[src/rtl/sram_ctrl_pkg.sv]
package sram_ctrl_pkg;

  typedef enum logic [1:0] {
    ST_IDLE = 2'd0,
    ST_RD   = 2'd1,
    ST_WLO  = 2'd2,
    ST_WHI  = 2'd3
  } st_e;

  function automatic int unsigned ns2cyc(int unsigned ns, int unsigned per);
    return (ns + per - 1) / per;
  endfunction

  function automatic int unsigned umax(int unsigned a, int unsigned b);
    return (a > b) ? a : b;
  endfunction

endpackage

[src/rtl/sram_ctrl_fsm.sv]
module sram_ctrl_fsm
  import sram_ctrl_pkg::*;
#(
  parameter int unsigned WLO = 1,
  parameter int unsigned WHI = 1,
  parameter int unsigned RD  = 2
) (
  input  logic clk_i,
  input  logic rst_ni,
  input  logic req_valid_i,
  input  logic req_wr_i,
  output logic ready_o,
  output logic accept_o,
  output logic capture_o,
  output logic ce_no,
  output logic we_no,
  output logic oe_no,
  output logic dq_oe_o
);
  localparam int unsigned MAXC = umax(WLO, umax(WHI, RD));
  localparam int unsigned CW   = (MAXC > 1) ? $clog2(MAXC) : 1;

  st_e           st_q, st_d;
  logic [CW-1:0] cnt_q, cnt_d;
  logic          ce_q, we_q, oe_q, dqoe_q;

  assign ready_o  = (st_q == ST_IDLE);
  assign accept_o = ready_o & req_valid_i;

  always_comb begin
    st_d      = st_q;
    cnt_d     = cnt_q;
    capture_o = 1'b0;
    unique case (st_q)
      ST_IDLE: if (req_valid_i) begin
        st_d  = req_wr_i ? ST_WLO : ST_RD;
        cnt_d = req_wr_i ? CW'(WLO - 1) : CW'(RD - 1);
      end
      ST_RD: if (cnt_q == '0) begin
        st_d      = ST_IDLE;
        capture_o = 1'b1;
      end else cnt_d = cnt_q - 1'b1;
      ST_WLO: if (cnt_q == '0) begin
        st_d  = ST_WHI;
        cnt_d = CW'(WHI - 1);
      end else cnt_d = cnt_q - 1'b1;
      ST_WHI: if (cnt_q == '0) st_d = ST_IDLE;
              else cnt_d = cnt_q - 1'b1;
      default: st_d = ST_IDLE;
    endcase
  end

  // strobes are flops decoded from the next state: glitch-free pins
  always_ff @(posedge clk_i or negedge rst_ni) begin
    if (!rst_ni) begin
      st_q   <= ST_IDLE;
      cnt_q  <= '0;
      ce_q   <= 1'b1;
      we_q   <= 1'b1;
      oe_q   <= 1'b1;
      dqoe_q <= 1'b0;
    end else begin
      st_q   <= st_d;
      cnt_q  <= cnt_d;
      ce_q   <= (st_d == ST_IDLE);
      we_q   <= (st_d != ST_WLO);
      oe_q   <= (st_d != ST_RD);
      dqoe_q <= (st_d == ST_WLO) | (st_q == ST_WLO);
    end
  end

  assign ce_no   = ce_q;
  assign we_no   = we_q;
  assign oe_no   = oe_q;
  assign dq_oe_o = dqoe_q;

endmodule

[src/rtl/sram_ctrl_dpath.sv]
module sram_ctrl_dpath #(
  parameter int unsigned AW = 16,
  parameter int unsigned DW = 16
) (
  input  logic          clk_i,
  input  logic          rst_ni,
  input  logic          accept_i,
  input  logic          capture_i,
  input  logic [AW-1:0] addr_i,
  input  logic [DW-1:0] wdata_i,
  input  logic [DW-1:0] dq_i,
  output logic [AW-1:0] addr_o,
  output logic [DW-1:0] dq_o,
  output logic [DW-1:0] rdata_o,
  output logic          rvalid_o
);
  logic [AW-1:0] addr_q;
  logic [DW-1:0] wdata_q, rdata_q;
  logic          rvalid_q;

  always_ff @(posedge clk_i or negedge rst_ni) begin
    if (!rst_ni) begin
      addr_q   <= '0;
      wdata_q  <= '0;
      rdata_q  <= '0;
      rvalid_q <= 1'b0;
    end else begin
      if (accept_i) begin
        addr_q  <= addr_i;
        wdata_q <= wdata_i;
      end
      if (capture_i) rdata_q <= dq_i;
      rvalid_q <= capture_i;
    end
  end

  assign addr_o   = addr_q;
  assign dq_o     = wdata_q;
  assign rdata_o  = rdata_q;
  assign rvalid_o = rvalid_q;

endmodule

[src/rtl/sram_ctrl.sv]
module sram_ctrl
  import sram_ctrl_pkg::*;
#(
  parameter int unsigned AW       = 16,
  parameter int unsigned DW       = 16,
  parameter int unsigned PER_NS   = 10,
  parameter int unsigned T_PWE_NS = 10,
  parameter int unsigned T_SD_NS  = 7,
  parameter int unsigned T_AW_NS  = 10,
  parameter int unsigned T_SCE_NS = 10,
  parameter int unsigned T_WC_NS  = 12,
  parameter int unsigned T_AA_NS  = 12,
  parameter int unsigned T_RC_NS  = 12
) (
  input  logic          clk_i,
  input  logic          rst_ni,
  input  logic          req_valid_i,
  output logic          req_ready_o,
  input  logic          req_wr_i,
  input  logic [AW-1:0] req_addr_i,
  input  logic [DW-1:0] req_wdata_i,
  output logic [DW-1:0] rsp_rdata_o,
  output logic          rsp_valid_o,
  output logic [AW-1:0] mem_addr_o,
  output logic [DW-1:0] mem_dq_o,
  output logic          mem_dq_oe_o,
  input  logic [DW-1:0] mem_dq_i,
  output logic          mem_ce_no,
  output logic          mem_we_no,
  output logic          mem_oe_no
);
  localparam int unsigned WLO_C = umax(umax(ns2cyc(T_PWE_NS, PER_NS), ns2cyc(T_SD_NS, PER_NS)),
                                       umax(umax(ns2cyc(T_AW_NS, PER_NS), ns2cyc(T_SCE_NS, PER_NS)), 1));
  localparam int unsigned WC_C  = ns2cyc(T_WC_NS, PER_NS);
  localparam int unsigned WHI_C = (WC_C > WLO_C + 1) ? (WC_C - WLO_C) : 1;
  localparam int unsigned RD_C  = umax(umax(ns2cyc(T_AA_NS, PER_NS), ns2cyc(T_RC_NS, PER_NS)), 1);

  logic accept, capture;

  sram_ctrl_fsm #(.WLO(WLO_C), .WHI(WHI_C), .RD(RD_C)) u_fsm (
    .clk_i      (clk_i),
    .rst_ni     (rst_ni),
    .req_valid_i(req_valid_i),
    .req_wr_i   (req_wr_i),
    .ready_o    (req_ready_o),
    .accept_o   (accept),
    .capture_o  (capture),
    .ce_no      (mem_ce_no),
    .we_no      (mem_we_no),
    .oe_no      (mem_oe_no),
    .dq_oe_o    (mem_dq_oe_o)
  );

  sram_ctrl_dpath #(.AW(AW), .DW(DW)) u_dpath (
    .clk_i    (clk_i),
    .rst_ni   (rst_ni),
    .accept_i (accept),
    .capture_i(capture),
    .addr_i   (req_addr_i),
    .wdata_i  (req_wdata_i),
    .dq_i     (mem_dq_i),
    .addr_o   (mem_addr_o),
    .dq_o     (mem_dq_o),
    .rdata_o  (rsp_rdata_o),
    .rvalid_o (rsp_valid_o)
  );

endmodule

[config.mk]
export PLATFORM = sky130hd
export DESIGN_NAME = sram_ctrl
export DESIGN_NICKNAME = d
export VERILOG_FILES = /design/src/rtl/sram_ctrl_pkg.sv /design/src/rtl/sram_ctrl_fsm.sv /design/src/rtl/sram_ctrl_dpath.sv /design/src/rtl/sram_ctrl.sv
export SDC_FILE = /design/constraint.sdc
export NUM_CORES = 1
export LEC_CHECK = 0
export BUFFER_PORTS_ARGS = -buffer_cell sky130_fd_sc_hd__buf_2
export CORE_MARGIN = 8
export CORE_UTILIZATION = 45
export DETAILED_ROUTE_END_ITERATION = 8
export GPL_ROUTABILITY_DRIVEN = 1
export PLACE_DENSITY_LB_ADDON = 0.25
export SKIP_LAST_GASP = 1
export SYNTH_ARGS = -nofsm -noshare
export SYNTH_HDL_FRONTEND = slang
export SYNTH_SLANG_ARGS = --single-unit
[constraint.sdc]
create_clock -name clk_i -period 1.95 [get_ports clk_i]
set_clock_uncertainty 0.15 [all_clocks]
set_input_delay 0.39 -clock clk_i [delete_from_list [all_inputs] [get_ports clk_i]]
set_output_delay 0.39 -clock clk_i [all_outputs]
set_load 0.005 [all_outputs]
==> results.toml <==
[global_routing]
grt_pass1_vias = 1454
grt_pass1_wl_mm = 7.47
overflow = 0
grt_usage_pct = 12.7
grt_start_max_net_pins = 57
antenna_found_initial = 0

[sta]
rsz0062_at_grt = "no"
max_freq_mhz = 533
timing.setup.tns_ns = 0
tightest_slew_ns = 0.339
finalHoldViolCount = 0
fin_crit_ns = 1.88
final_max_slew_viol_count = 0
finalCritPeriodShare_pct = 96.2
finalSetupViolCount = 0
maxSlewHeadroom_pct = 77.4
whs_ns = 0.156

[drt]
drt-pass1-iter-count = 4
drt.antenna.violating_nets = 0
drt_first_iter_violations = 44
wirelength_mm = 4.64
drc = 0
vias_per_cell = 4.62
via_count = 1418
wl_per_cell_um = 15.1

[worst_setup_path]
crit_type = "reg -> out"
endpoint_kind = "primary output"
critPathMaxFanout = 10
crit_arrival_ns = 1.34
cp.required_ns = 1.41
critPathLaunchType = "flip-flop"

[synthesis]
syn_area_um2 = 2200
yosys-top-cells-area = "dfrtp_1 (60%), mux2_2 (19%), mux2_4 (6.1%)"
syn-mean-instance-area_um2 = 17.1
yosys.area.top_type = "dfrtp_1"
synth_cell_types = 24
seq_area_frac_synth_pct = 63.8
netlist.area_leader.share_pct = 60.3
synth_warnings = 0
syn_nets = 181
ys_ff_latch = 56
synth_cells = 129

[power_and_ir_drop]
power_density_nw_per_um2 = 1590
peakVddDrop_uv = 774
p_leak_uw = 0.00144

[floorplanning]
die_h_um = 85.9
initial_utilization_pct = 46.6
die_w_um = 85.9
ios = 106
die_area_um2 = 7380
rows = 25
core_area_um2 = 4720

[finish]
multi_input_area_um2 = 719
regArea_um2 = 1410
diodes = 0
fillers = 373
nets = 292
drive_above_1_share_pct = 71.7
syn2layout_area_growth_pct = 32.3
post-route-util_pct = 61.7

[clocking]
clk_path_buf_depth = 2
clkSinkCount = 56
path_clk_slew_ns = 0.09
post_cts_buffers = 0
cts_max_level = 2
insertion_delay_ns = 0.29
clockRootBuffer = "clkbuf_8"
cts_tree = "done"
cts_made_buffers = 5

[job]
cap_violations = 0

[place]
numPortBuffers = 105
hpwl_mm = 3.51
gp_congestion = 0.769

[run_status]
status = "finished clean"

[min_path]
hold_path_class = "in -> reg"
worst max-delay path: stages, from the launching register on:
cell and delay [ns]:
dfrtp_1 0.50, or2_2 0.35, inv_1 0.08, buf_2 0.11
cell usage in the layout (no fill, tap or decap), types with 2 or more instances in the layout:
master    netlist  routed
mux2_4          9       9
nand2_1         3       3
buf_12          1       3
nor3b_4         2       2
mux2_2         37      37
clkbuf_8        0       7
mux2_1          2       2
dfrtp_1        53      52
dfstp_2         3       3
buf_2           0     105
power breakdown:
| group | switching (uW) | total, uW | internal, uW |
|---|---|---|---|
| sequential | 310 | 2070 | 1760 |
| combinational | 714 | 1900 | 1190 |
| clock | 335 | 652 | 317 |
cell usage after synthesis:
master	number
dfrtp_1	53
mux2_2	37
mux2_4	9
buf_6	4
dfstp_2	3
nand2_1	3
mux2_1	2
nor3b_4	2
a21o_1	1
a21o_2	1
a21oi_1	1
buf_12	1
buf_4	1
inv_1	1
nand3b_1	1
nor2_1	1
nor2b_1	1
o211a_1	1
o21ai_0	1
o221a_2	1
o2bb2ai_1	1
or2_2	1
or2b_1	1
or3b_2	1
path summary, 6_finish.rpt:
check                           slack, ns  cells after the start             start            endpoint
worst min register to register       0.34                      1  u_dpath.dq_o[14]    u_dpath.dq_o[14]
worst max register to register       0.31                      3     u_fsm.st_q[0]  u_dpath.rdata_o[3]
worst max-delay path                 0.07                      3     u_fsm.st_q[0]         req_ready_o
min in group asynchronous            0.47                      3            rst_ni   u_dpath.addr_o[3]
worst min-delay path                 0.16                      2   req_wdata_i[14]    u_dpath.dq_o[14]
max in group asynchronous            0.89                      3            rst_ni         u_fsm.we_no
flip-flops by register name, indices dropped and copies added (netlist names):
name and cells:
u_dpath.rdata_o 16, u_fsm.we_no 1, u_dpath.addr_o 16, u_fsm.dq_oe_o 1
u_dpath.rvalid_o 1, u_fsm.cnt_q 1, u_fsm.ce_no 1, u_dpath.dq_o 16
u_fsm.oe_no 1, u_fsm.st_q 2
metal layers:
| layer | share of wire [%] | vias up | global-route usage, % | wire (um) |
|---|---|---|---|---|
| met5 | 0 | - | 0 | 0 |
| met4 | 0.58 | 0 | 2.87 | 27 |
| met2 | 45 | 61 | 19.5 | 2100 |
| li1 | - | 675 | - | - |
| met3 | 11 | 4 | 6.49 | 513 |
| met1 | 43 | 678 | 15.5 | 1990 |
final cells by class:
type / count / share of cell area (%)
Clock buffer: 7 / 3.31
Inverter: 1 / 0.129
Multi-Input combinational cell: 66 / 24.7
Sequential cell: 56 / 48.3
Tap cell: 67 / 2.88
Timing Repair Buffer: 110 / 20.7
cells by family (layout without fill, tap and decap cells):
family                 after synthesis  count (layout)  synth area share, %
muxes                               48              48                 26.1
buffers and inverters                7             118                 3.47
and+or+nand+nor                     11              11                 4.04
AOI/OAI and AO/OA                    7               7                 2.56
DFF                                 56              56                 63.8
what timing repair did:
action                     in CTS  in global routing
setup endpoints to repair       0                  1
hold buffers                    1                  0
gates resized for setup         0                  1
hold endpoints to repair       53                  0
through the flow:
| stage | cell area (um^2) | cells | worst slack [ns] | total power, uW |
|---|---|---|---|---|
| 2_1_floorplan | 2200 | 129 | 0.329 | 3240 |
| 3_3_place_gp | 2810 | 299 | 0.319 | 3990 |
| 3_5_place_dp | 2810 | 299 | 0.302 | 4050 |
| 4_1_cts | 2910 | 307 | 0.0478 | 4710 |
| 5_1_grt | 2910 | 307 | 0.000540 | 4960 |
| 6_report | 2910 | 307 | 0.0734 | 4630 |
(Power assumes the default switching activity.)
